<file path="src/rtl/xset_pkg.sv">
package xset_pkg;
  localparam int unsigned CLS_W = 3;
  localparam int unsigned SUB_W = 2;
  localparam int unsigned VIOL_W = 7;

  typedef enum logic [CLS_W-1:0] {
    CLS_NOP  = 3'd0,
    CLS_DALU = 3'd1,
    CLS_AGU  = 3'd2,
    CLS_PFX  = 3'd3,
    CLS_EXT  = 3'd4
  } slot_cls_e;

  localparam logic [SUB_W-1:0] SUB_TRUE  = 2'b01;
  localparam logic [SUB_W-1:0] SUB_FALSE = 2'b10;

  // violation bit positions, lower index wins
  localparam int unsigned V_GAP      = 0;
  localparam int unsigned V_AGU_CNT  = 1;
  localparam int unsigned V_AGU_PAR  = 2;
  localparam int unsigned V_DALU_CNT = 3;
  localparam int unsigned V_DALU_MOD = 4;
  localparam int unsigned V_TWO_PAR  = 5;
  localparam int unsigned V_SUB_PAR  = 6;

  // keep only the lowest set bit
  function automatic logic [VIOL_W-1:0] first_viol(input logic [VIOL_W-1:0] raw);
    return raw & (~raw + 1'b1);
  endfunction
endpackage

</file>
<file path="src/rtl/xset_rules.sv">
module xset_rules
  import xset_pkg::*;
#(
  parameter int unsigned NSLOT = 8,
  parameter int unsigned NALU  = 4,
  parameter int unsigned NAGU  = 2
) (
  input  logic [NSLOT-1:0]       slot_vld,
  input  logic [NSLOT*CLS_W-1:0] slot_cls,
  input  logic [NSLOT-1:0]       slot_two_word,
  input  logic [NSLOT*SUB_W-1:0] slot_sub,
  output logic [NSLOT-1:0]       is_dalu,
  output logic [NSLOT-1:0]       is_agu,
  output logic [VIOL_W-1:0]      raw_viol
);
  function automatic logic [NSLOT-1:0] lane_mask(input int unsigned md, input int unsigned r);
    logic [NSLOT-1:0] k;
    for (int unsigned i = 0; i < NSLOT; i++) k[i] = ((i % md) == r);
    return k;
  endfunction

  // true when two members of m share a residue modulo md
  function automatic logic lane_clash(input logic [NSLOT-1:0] m, input int unsigned md);
    logic hit;
    hit = 1'b0;
    for (int unsigned r = 0; r < md; r++) hit |= ($countones(m & lane_mask(md, r)) > 1);
    return hit;
  endfunction

  function automatic logic has_gap(input logic [NSLOT-1:0] m);
    logic g;
    g = 1'b0;
    for (int unsigned i = 1; i < NSLOT; i++) g |= (m[i] && !m[i-1]);
    return g;
  endfunction

  localparam logic [NSLOT-1:0] EVEN_M = lane_mask(2, 0);
  localparam logic [NSLOT-1:0] ODD_M  = lane_mask(2, 1);

  logic [NSLOT-1:0] is_pfx, two_w, in_t, in_f;
  logic             t_even_f_odd, t_odd_f_even, split_set;

  always_comb begin
    for (int unsigned i = 0; i < NSLOT; i++) begin
      is_dalu[i] = slot_vld[i] && (slot_cls[i*CLS_W +: CLS_W] == CLS_DALU);
      is_agu[i]  = slot_vld[i] && (slot_cls[i*CLS_W +: CLS_W] == CLS_AGU);
      is_pfx[i]  = slot_vld[i] && (slot_cls[i*CLS_W +: CLS_W] == CLS_PFX);
      two_w[i]   = (is_dalu[i] || is_agu[i]) && slot_two_word[i];
      in_t[i]    = (is_dalu[i] || is_agu[i]) && (slot_sub[i*SUB_W +: SUB_W] == SUB_TRUE);
      in_f[i]    = (is_dalu[i] || is_agu[i]) && (slot_sub[i*SUB_W +: SUB_W] == SUB_FALSE);
    end
  end

  assign t_even_f_odd = ((in_t & ODD_M) == '0) && ((in_f & EVEN_M) == '0);
  assign t_odd_f_even = ((in_t & EVEN_M) == '0) && ((in_f & ODD_M) == '0);
  assign split_set    = (|in_t) && (|in_f);

  always_comb begin
    raw_viol             = '0;
    raw_viol[V_GAP]      = has_gap(slot_vld);
    raw_viol[V_AGU_CNT]  = $countones(is_agu) > NAGU;
    raw_viol[V_AGU_PAR]  = lane_clash(is_agu, NAGU);
    raw_viol[V_DALU_CNT] = $countones(is_dalu) > NALU;
    raw_viol[V_DALU_MOD] = lane_clash(is_dalu, NALU);
    raw_viol[V_TWO_PAR]  = (|is_pfx) && lane_clash(two_w, 2);
    raw_viol[V_SUB_PAR]  = split_set && !(t_even_f_odd || t_odd_f_even);
  end
endmodule

</file>
<file path="src/rtl/xset_route.sv">
module xset_route #(
  parameter int unsigned NSLOT = 8,
  parameter int unsigned NALU  = 4,
  parameter int unsigned NAGU  = 2,
  localparam int unsigned IW   = $clog2(NSLOT)
) (
  input  logic [NSLOT-1:0]   is_dalu,
  input  logic [NSLOT-1:0]   is_agu,
  input  logic [NSLOT-1:0]   slot_carry,
  output logic [NALU-1:0]    alu_hit,
  output logic [NALU*IW-1:0] alu_pos,
  output logic [NAGU-1:0]    agu_hit,
  output logic [NAGU*IW-1:0] agu_pos,
  output logic               cy_hit,
  output logic [IW-1:0]      cy_pos
);
  // fixed lanes; scanning downward lets the lowest slot win if the set is illegal
  always_comb begin
    alu_hit = '0;
    alu_pos = '0;
    agu_hit = '0;
    agu_pos = '0;
    for (int i = NSLOT - 1; i >= 0; i--) begin
      if (is_dalu[i]) begin
        alu_hit[i % NALU] = 1'b1;
        alu_pos[(i % NALU)*IW +: IW] = IW'(i);
      end
      if (is_agu[i]) begin
        agu_hit[i % NAGU] = 1'b1;
        agu_pos[(i % NAGU)*IW +: IW] = IW'(i);
      end
    end
  end

  // highest carry-capable instruction owns the carry bit
  always_comb begin
    cy_hit = 1'b0;
    cy_pos = '0;
    for (int i = 0; i < NSLOT; i++) begin
      if ((is_dalu[i] || is_agu[i]) && slot_carry[i]) begin
        cy_hit = 1'b1;
        cy_pos = IW'(i);
      end
    end
  end
endmodule

</file>
<file path="src/rtl/xset_stage.sv">
module xset_stage
  import xset_pkg::*;
#(
  parameter int unsigned NALU = 4,
  parameter int unsigned NAGU = 2,
  parameter int unsigned IW   = 3
) (
  input  logic               clk,
  input  logic               rst,
  input  logic               take,
  input  logic               res_ready,
  input  logic [NALU-1:0]    d_alu_vld,
  input  logic [NALU*IW-1:0] d_alu_slot,
  input  logic [NAGU-1:0]    d_agu_vld,
  input  logic [NAGU*IW-1:0] d_agu_slot,
  input  logic               d_cy_vld,
  input  logic [IW-1:0]      d_cy_slot,
  input  logic [VIOL_W-1:0]  d_viol,
  output logic               res_valid,
  output logic [NALU-1:0]    alu_vld,
  output logic [NALU*IW-1:0] alu_slot,
  output logic [NAGU-1:0]    agu_vld,
  output logic [NAGU*IW-1:0] agu_slot,
  output logic               cy_vld,
  output logic [IW-1:0]      cy_slot,
  output logic [VIOL_W-1:0]  viol
);
  always_ff @(posedge clk) begin
    if (rst) begin
      res_valid <= 1'b0;
      alu_vld   <= '0;
      alu_slot  <= '0;
      agu_vld   <= '0;
      agu_slot  <= '0;
      cy_vld    <= 1'b0;
      cy_slot   <= '0;
      viol      <= '0;
    end else if (take) begin
      res_valid <= 1'b1;
      alu_vld   <= d_alu_vld;
      alu_slot  <= d_alu_slot;
      agu_vld   <= d_agu_vld;
      agu_slot  <= d_agu_slot;
      cy_vld    <= d_cy_vld;
      cy_slot   <= d_cy_slot;
      viol      <= d_viol;
    end else if (res_ready) begin
      res_valid <= 1'b0;
      alu_vld   <= '0;
      agu_vld   <= '0;
      cy_vld    <= 1'b0;
      viol      <= '0;
    end
  end
endmodule

</file>
<file path="src/rtl/xset_dispatch.sv">
module xset_dispatch
  import xset_pkg::*;
#(
  parameter int unsigned NSLOT = 8,
  parameter int unsigned NALU  = 4,
  parameter int unsigned NAGU  = 2,
  localparam int unsigned IW   = $clog2(NSLOT)
) (
  input  logic                   clk,
  input  logic                   rst,
  input  logic                   set_valid,
  output logic                   set_ready,
  input  logic [NSLOT-1:0]       slot_vld,
  input  logic [NSLOT*CLS_W-1:0] slot_cls,
  input  logic [NSLOT-1:0]       slot_two_word,
  input  logic [NSLOT*SUB_W-1:0] slot_sub,
  input  logic [NSLOT-1:0]       slot_carry,
  input  logic                   res_ready,
  output logic                   res_valid,
  output logic [NALU-1:0]        alu_vld,
  output logic [NALU*IW-1:0]     alu_slot,
  output logic [NAGU-1:0]        agu_vld,
  output logic [NAGU*IW-1:0]     agu_slot,
  output logic                   cy_vld,
  output logic [IW-1:0]          cy_slot,
  output logic [VIOL_W-1:0]      viol
);
  logic [NSLOT-1:0]   is_dalu, is_agu;
  logic [VIOL_W-1:0]  raw_viol, sel_viol;
  logic               legal, take;
  logic [NALU-1:0]    alu_hit;
  logic [NALU*IW-1:0] alu_pos;
  logic [NAGU-1:0]    agu_hit;
  logic [NAGU*IW-1:0] agu_pos;
  logic               cy_hit;
  logic [IW-1:0]      cy_pos;

  xset_rules #(.NSLOT(NSLOT), .NALU(NALU), .NAGU(NAGU)) u_rules (
    .slot_vld(slot_vld), .slot_cls(slot_cls), .slot_two_word(slot_two_word),
    .slot_sub(slot_sub), .is_dalu(is_dalu), .is_agu(is_agu), .raw_viol(raw_viol)
  );

  xset_route #(.NSLOT(NSLOT), .NALU(NALU), .NAGU(NAGU)) u_route (
    .is_dalu(is_dalu), .is_agu(is_agu), .slot_carry(slot_carry),
    .alu_hit(alu_hit), .alu_pos(alu_pos), .agu_hit(agu_hit), .agu_pos(agu_pos),
    .cy_hit(cy_hit), .cy_pos(cy_pos)
  );

  assign sel_viol  = first_viol(raw_viol);
  assign legal     = (raw_viol == '0);
  assign set_ready = !res_valid || res_ready;
  assign take      = set_valid && set_ready;

  xset_stage #(.NALU(NALU), .NAGU(NAGU), .IW(IW)) u_stage (
    .clk(clk), .rst(rst), .take(take), .res_ready(res_ready),
    .d_alu_vld(legal ? alu_hit : '0), .d_alu_slot(alu_pos),
    .d_agu_vld(legal ? agu_hit : '0), .d_agu_slot(agu_pos),
    .d_cy_vld(legal && cy_hit), .d_cy_slot(cy_pos), .d_viol(sel_viol),
    .res_valid(res_valid), .alu_vld(alu_vld), .alu_slot(alu_slot),
    .agu_vld(agu_vld), .agu_slot(agu_slot), .cy_vld(cy_vld), .cy_slot(cy_slot),
    .viol(viol)
  );
endmodule

</file>
<file path="config.mk">
export PLATFORM = sky130hd
export DESIGN_NAME = xset_dispatch
export DESIGN_NICKNAME = d
export VERILOG_FILES = /design/src/rtl/xset_pkg.sv /design/src/rtl/xset_rules.sv /design/src/rtl/xset_route.sv /design/src/rtl/xset_stage.sv /design/src/rtl/xset_dispatch.sv
export SDC_FILE = /design/constraint.sdc
export NUM_CORES = 1
export LEC_CHECK = 0
export ABC_AREA = 1
export ABC_CLOCK_PERIOD_IN_PS = 4800
export CAP_MARGIN = 20
export CELL_PAD_IN_SITES_DETAIL_PLACEMENT = 0
export CELL_PAD_IN_SITES_GLOBAL_PLACEMENT = 2
export CORE_UTILIZATION = 21
export DETAILED_ROUTE_END_ITERATION = 8
export GPL_TIMING_DRIVEN = 0
export PLACE_DENSITY_LB_ADDON = 0.1
export SYNTH_ARGS = -nofsm -noshare
export SYNTH_HDL_FRONTEND = slang
export SYNTH_HIERARCHICAL = 1
export SYNTH_SLANG_ARGS = --single-unit
</file>
<file path="constraint.sdc">
create_clock -name clk -period 4.8 [get_ports clk]
set_input_delay 1.44 -clock clk [delete_from_list [all_inputs] [get_ports clk]]
set_output_delay 1.44 -clock clk [all_outputs]
set_load 0.02 [all_outputs]
</file>
# Word level (Yosys, flattened, before mapping)
# Cells that the tools add are included.
[word_totals]
elab_cells = 258
in_bits = 68
output_inout_bits = 37
regBits = 36
[classes]
n_bitwise = 13
muxes = 58
n_lt_le_gt_ge = 10
add_sub_neg = 31
reduce_logical = 98
n_eq_ne = 40
[ops]
columns = ["operator", "count"]
rows = [
  ["$add 32x32->32", 8],
  ["$gt 32x2->1 const B", 7],
  ["$logic_and 1x1->1", 70],
  ["$mux 3", 20],
  ["$eq 3x2->1 const B", 16],
  ["$add 1x1->2", 20],
  ["$gt 32x3->1 const B", 1],
  ["$logic_not 8->1", 4],
  ["$mux 1", 28],
  ["$eq 3x1->1 const B", 8],
  ["$reduce_or 8->1", 3],
  ["$eq 2x1->1 const B", 8],
  ["$eq 2x2->1 const B", 8],
  ["$mux 7", 2],
  ["$mux 4", 3],
  ["$or 1x1->1", 11],
  ["$logic_or 1x1->1", 10],
  ["$mux 2", 5],
  ["$logic_not 1->1", 9],
  ["$add 7x1->7 const B", 1],
  ["$and 7x7->7", 1],
  ["$logic_not 7->1", 1],
  ["$not 7->7", 1],
  ["$add 2x2->3", 2],
  ["2 further kinds", 3],
]

# Logic depth before layout (Yosys ltp)
[logic_depth]
ltp_word = 14
mapped_depth = 20
mapped_depth_nobuf = 20

# By module
# The synthesis kept the hierarchy.
[modules_own_cells]
columns = ["module", "cells_each", "seq_area_each_um2", "area_per_inst_um2", "instances"]
rows = [
  ["xset_rules", 247, 0.0, 1305.0, 1],
  ["xset_stage", 156, 720.7, 1273.7, 1],
  ["xset_route", 61, 0.0, 314.1, 1],
  ["xset_dispatch", 36, 0.0, 217.7, 1],
]

# Worst setup path before layout
# Ideal clock, no wire load.
[synth_timing]
kind = "input port to flip-flop"
from = "in slot_cls[11]"
to = "reg u_stage.agu_vld[0]"
setup_slack_ns = -0.104
required_ns = 4.734
t_arrival_ns = 4.838
setup_time_ns = 0.066
n_path_buf = 0
path_stages = 17
path_cell_list = "inv_1 -> nand2_1 -> nor2_1 -> inv_1 -> fa_1 -> fa_1 -> fa_1 -> inv_1 -> ha_1 -> fa_1 -> o21ai_0 -> nand2_1 -> nor2_2 -> nand2_4 -> nor3_2 -> nand2_1 -> a21oi_2"
[synth_via]
word_cells_on_any_way = 44
classes_between = "add/sub: 11; order compare: 5; eq/ne: 3; mux: 2; bitwise: 3; reduce/logical: 20"
[synth_rtl]
columns = ["item", "line_no", "source"]
rows = [
  ["start: declaration", "xset_dispatch.sv:14", "input logic [NSLOT*CLS_W-1:0] slot_cls,"],
  ["$eq 3x2->1", "xset_rules.sv:46", "is_agu[i] = slot_vld[i] && (slot_cls[i*CLS_W +: CLS_W] == CLS_AGU);"],
  ["$logic_and 1x1->1", "xset_rules.sv:46", ""],
  ["via is_agu[3]", "xset_dispatch.sv:28", "logic [NSLOT-1:0] is_dalu, is_agu;"],
  ["$add 1x1->2 (not written as such)", "xset_rules.sv:61", "raw_viol[V_AGU_CNT] = $countones(is_agu) > NAGU;"],
  ["$add 32x32->32 (not written as such) (2 in series)", "xset_rules.sv:61", ""],
  ["$gt 32x2->1", "xset_rules.sv:61", ""],
  ["via raw_viol[1]", "xset_dispatch.sv:29", "logic [VIOL_W-1:0] raw_viol, sel_viol;"],
  ["$logic_not 7->1", "xset_dispatch.sv:50", "assign legal = (raw_viol == '0);"],
  ["$mux 2", "xset_dispatch.sv:57", ".d_agu_vld(legal ? agu_hit : '0), .d_agu_slot(agu_pos),"],
  ["$mux 2", "xset_stage.sv:38", "end else if (take) begin"],
  ["end signal: assignment", "xset_stage.sv:42", "agu_vld <= d_agu_vld;"],
  ["end: declaration", "xset_stage.sv:22", "output logic [NAGU-1:0] agu_vld,"],
]
# The timed path passes the listed nets, and every way through them passes these cells.
# A chain may end at the register's enable or synchronous reset.

# Worst setup path after layout
[layout_timing]
from = "in slot_cls[4]"
to = "reg u_stage.alu_vld[2]"
[layout_via]
word_cells_on_any_way = 46
classes_between = "add/sub: 11; order compare: 5; eq/ne: 3; mux: 2; bitwise: 5; reduce/logical: 20"
[layout_rtl]
columns = ["item", "line_no", "source"]
rows = [
  ["$eq 3x1->1", "xset_rules.sv:45", "is_dalu[i] = slot_vld[i] && (slot_cls[i*CLS_W +: CLS_W] == CLS_DALU);"],
  ["$logic_and 1x1->1", "xset_rules.sv:45", ""],
  ["via is_dalu[1]", "xset_dispatch.sv:28", ""],
  ["$add 1x1->2 (not written as such)", "xset_rules.sv:63", "raw_viol[V_DALU_CNT] = $countones(is_dalu) > NALU;"],
  ["$add 32x32->32 (not written as such) (2 in series)", "xset_rules.sv:63", ""],
  ["$gt 32x3->1", "xset_rules.sv:63", ""],
  ["via raw_viol[3]", "xset_dispatch.sv:29", ""],
  ["$logic_not 7->1", "xset_dispatch.sv:50", ""],
  ["$mux 4", "xset_dispatch.sv:56", ".d_alu_vld(legal ? alu_hit : '0), .d_alu_slot(alu_pos),"],
  ["$mux 4", "xset_stage.sv:38", ""],
  ["end signal: assignment", "xset_stage.sv:40", "alu_vld <= d_alu_vld;"],
  ["end: declaration", "xset_stage.sv:20", "output logic [NALU-1:0] alu_vld,"],
]
# The timed path passes the listed nets, and every way through them passes these cells.

==> metrics.txt <==
Commonest cells post-synth 157 x nand2_1, 93 x inv_1, 52 x nor2_1, 44 x a21oi_1, 36 x dfxtp_1; # fillers 1,622; Sink Count 36; most frequent cell after synthesis nand2_1; storage element area between 700 and 800 µm²; Synth area leader dfxtp_1; top-area cell type share of the netlist area 0.2317; Post-Syn Instances 500; clk_skew 0.004474 ns; fin nets 720; power per cell area approximately 180 mW/mm²; initial antenna violation count 0; reg-to-reg endpoint u_stage/agu_slot[4]; crit end category flop; worst reg-to-reg setup slack 3.53 ns; sequential share of power 0.351; core area 0.01448 mm²; syn_area_per_cell 6.221 µm²; Fmax roughly 210 MHz; Initial DRC Count 68; DP Cell Count 791; Pwr Total 0.8875 mW; area delta synth->final 55.75%; Worst-Skew Late Latency 0.28 ns; Post-synth top flop dfxtp_1; mapped cell area 0.003110 mm²; Crit Path Max Fanout 5; Finished Layout Cells 815; Final period util 0.9809; # DRC 0; Max VDD drop 0.0001172 V; GR Util All Layers 0.1315; drt pass-1 iters 4; CP Class primary input to flop; fin crit period 4.709 ns; Die W 123.7 µm; area of the multi-input gates 0.002107 mm²; switching share of power 0.2869; total negative slack 0 ns; largest net degree at the start of global routing 12; DR vias approximately 3,200; Int Power 0.6328 mW; crit path DAT 4.92 ns; Max Slew Vio Count 0; Combinational Power Share 0.283; clock root buffer clkbuf_16; Slew @ Worst Pin ~0.61 ns; remaining antenna violation count 0; gpl congestion 0.7609; share of cells above drive strength 1 0.2124; WP data required 5.02 ns; via density per instance 3.940; worst hold stages 2; number of setup violations in the final report 0; hold_sp u_stage/viol[1]; FP Rows 44; clock buffer depth 2; worst min path class flop to flop; WL/cell between 10 and 15 µm; register area share after synthesis 0.2317; leak pwr 2.208 nW; Clock power frac 0.367; die height 123.7 µm; I/O Pins ~110; CTS tree done; Switch Pwr 0.2546 mW; DP HPWL 8220 µm; Hold Path Sink u_stage/viol[1]; Post-synth EDFFs 0; global route total overflow 0; Synth area leaders dfxtp_1 23%, nand2_1 19%, inv_1 11%; ys async rst share 0; final WL 9690 µm; H-tree Lvls 2; vias in the first global route 3,080; wire length of the first global-routing pass around 15,000 µm; status complete, no violations; Die ar. 0.01530 mm²; r2r startpoint u_stage/res_valid; port buffer count 103; synthesized flop and latch total 36; Unique masters post-synth 34; Post-CTS Hold Buffers 0; R2R cell count 6; final core occ 0.3346; max-cap check violation count 0; YS warnings 6; Max-slew headroom 0.5890; RSZ-0062 raised after global routing true; hold violation total from the final report 0; Initial Util 0.2148; Worst Setup Start Kind primary input; total CTS buffers 5; ANT cells 0; Clk pin slew, worst setup/hold paths around 0.060 ns
## registers in the layout, summed over array words and instances, names as in the netlist
register	flops
u_stage/res_valid	1
u_stage/alu_slot	12
u_stage/viol	7
u_stage/cy_vld	1
u_stage/cy_slot	3
u_stage/agu_slot	6
u_stage/agu_vld	2
u_stage/alu_vld	4
## worst max-delay path by stage
stage | from | to | slack (ns) | cells past startpoint
after floorplan | slot_cls[5] | u_stage/agu_vld[0] | 0.007 | 17
after CTS | slot_cls[5] | u_stage/agu_vld[1] | 0.002 | 18
after global routing | slot_cls[5] | u_stage/alu_vld[2] | -0.11 | 20
final | slot_cls[4] | u_stage/alu_vld[2] | 0.09 | 19
after detailed placement | slot_vld[3] | u_stage/agu_vld[1] | -1.06 | 17
after global placement | slot_vld[3] | u_stage/agu_vld[1] | -1.01 | 17
## power groups by stage
| stage | logic (mW) | registers, mW | clock network [mW] |
|---|---|---|---|
| 2_1_floorplan | 0.109 | 0.327 | 0 |
| 5_1_grt | 0.279 | 0.312 | 0.347 |
| 6_report | 0.251 | 0.311 | 0.325 |
| 3_5_place_dp | 0.227 | 0.318 | 0 |
| 4_1_cts | 0.245 | 0.311 | 0.338 |
| 3_3_place_gp | 0.226 | 0.318 | 0 |
## layout by cell type (no fill, tap or decap), types with 2 or more instances in the layout
cell,count
a21boi_0,5
a21oi_1,41
a21oi_2,4
and2_1,6
buf_2,5
buf_4,27
buf_6,8
clkbuf_16,5
clkbuf_2,5
clkdlybuf4s50_1,91
clkinv_2,2
conb_1,5
dfxtp_1,36
fa_1,10
fa_2,2
ha_1,8
ha_4,2
inv_1,80
inv_2,14
inv_4,2
nand2_1,149
nand2_2,8
nand2_4,7
nand3_1,3
nor2_1,42
nor2_2,9
nor2_4,12
nor3_1,7
nor3_2,6
o21ai_0,6
o21ai_1,2
o21ai_2,5
or2_2,4
## repair_timing
item | in CTS | in global routing
gates resized for setup | 71 | 43
endpoints found under the setup margin | 13 | 12
buffers inserted | 12 | 3
gates cloned | 1 | 0
endpoints found under the hold margin | 0 | 0
pin swaps | 23 | 33
## layer usage
layer,GRT usage,vias to the layer above,share of wire
li1,-,1746,-
met1,0.1641,1382,0.45
met2,0.2302,76,0.49
met3,0.02198,7,0.048
met4,0.03840,0,0.011
met5,0,-,0
## stage by stage
| stage | setup WS, ns | hold WS (ns) | instance area [µm²] |
|---|---|---|---|
| finish | 0.09147 | 0.4584 | 4845 |
| global route | -0.1100 | 0.4794 | 4845 |
| CTS | 0.002232 | 0.4625 | 4756 |
| detailed placement | -1.059 | 0.4545 | 4394 |
| global placement | -1.009 | 0.4459 | 4394 |
| floorplan | 0.006667 | 0.5355 | 3133 |
## area by class of cell
class,instances,share of cell area
multi-input combinational,352,0.4349
timing repair buffer,118,0.2317
sequential,36,0.1488
inverter,97,0.07619
tap,184,0.04752
buffer,20,0.03022
clock buffer,6,0.02867
clock inverter,2,0.002066
## critical path, stage by stage
cell	delay, ns
clkdlybuf4s15_2	0.20
inv_2	0.08
nand2_4	0.05
nor2_4	0.14
inv_2	0.05
fa_1	0.49
fa_1	0.43
fa_1	0.50
inv_2	0.05
ha_4	0.15
fa_2	0.43
nor2_4	0.11
o22ai_4	0.09
nor2_4	0.16
buf_6	0.13
nand2_8	0.07
nor3_2	0.16
nand2_1	0.08
a21oi_2	0.10
## logic make-up (layout without fill, tap and decap cells)
group	count (synthesis)	count (layout)	synth area share
compound gates	67	67	0.1207
xor+xnor	1	1	0.002816
fa+ha+maj	22	22	0.1175
buf+inv	117	243	0.1641
flops	36	36	0.2317
other cells	1	5	0.001206
simple gates	256	257	0.3620
(Power assumes the default switching activity.)
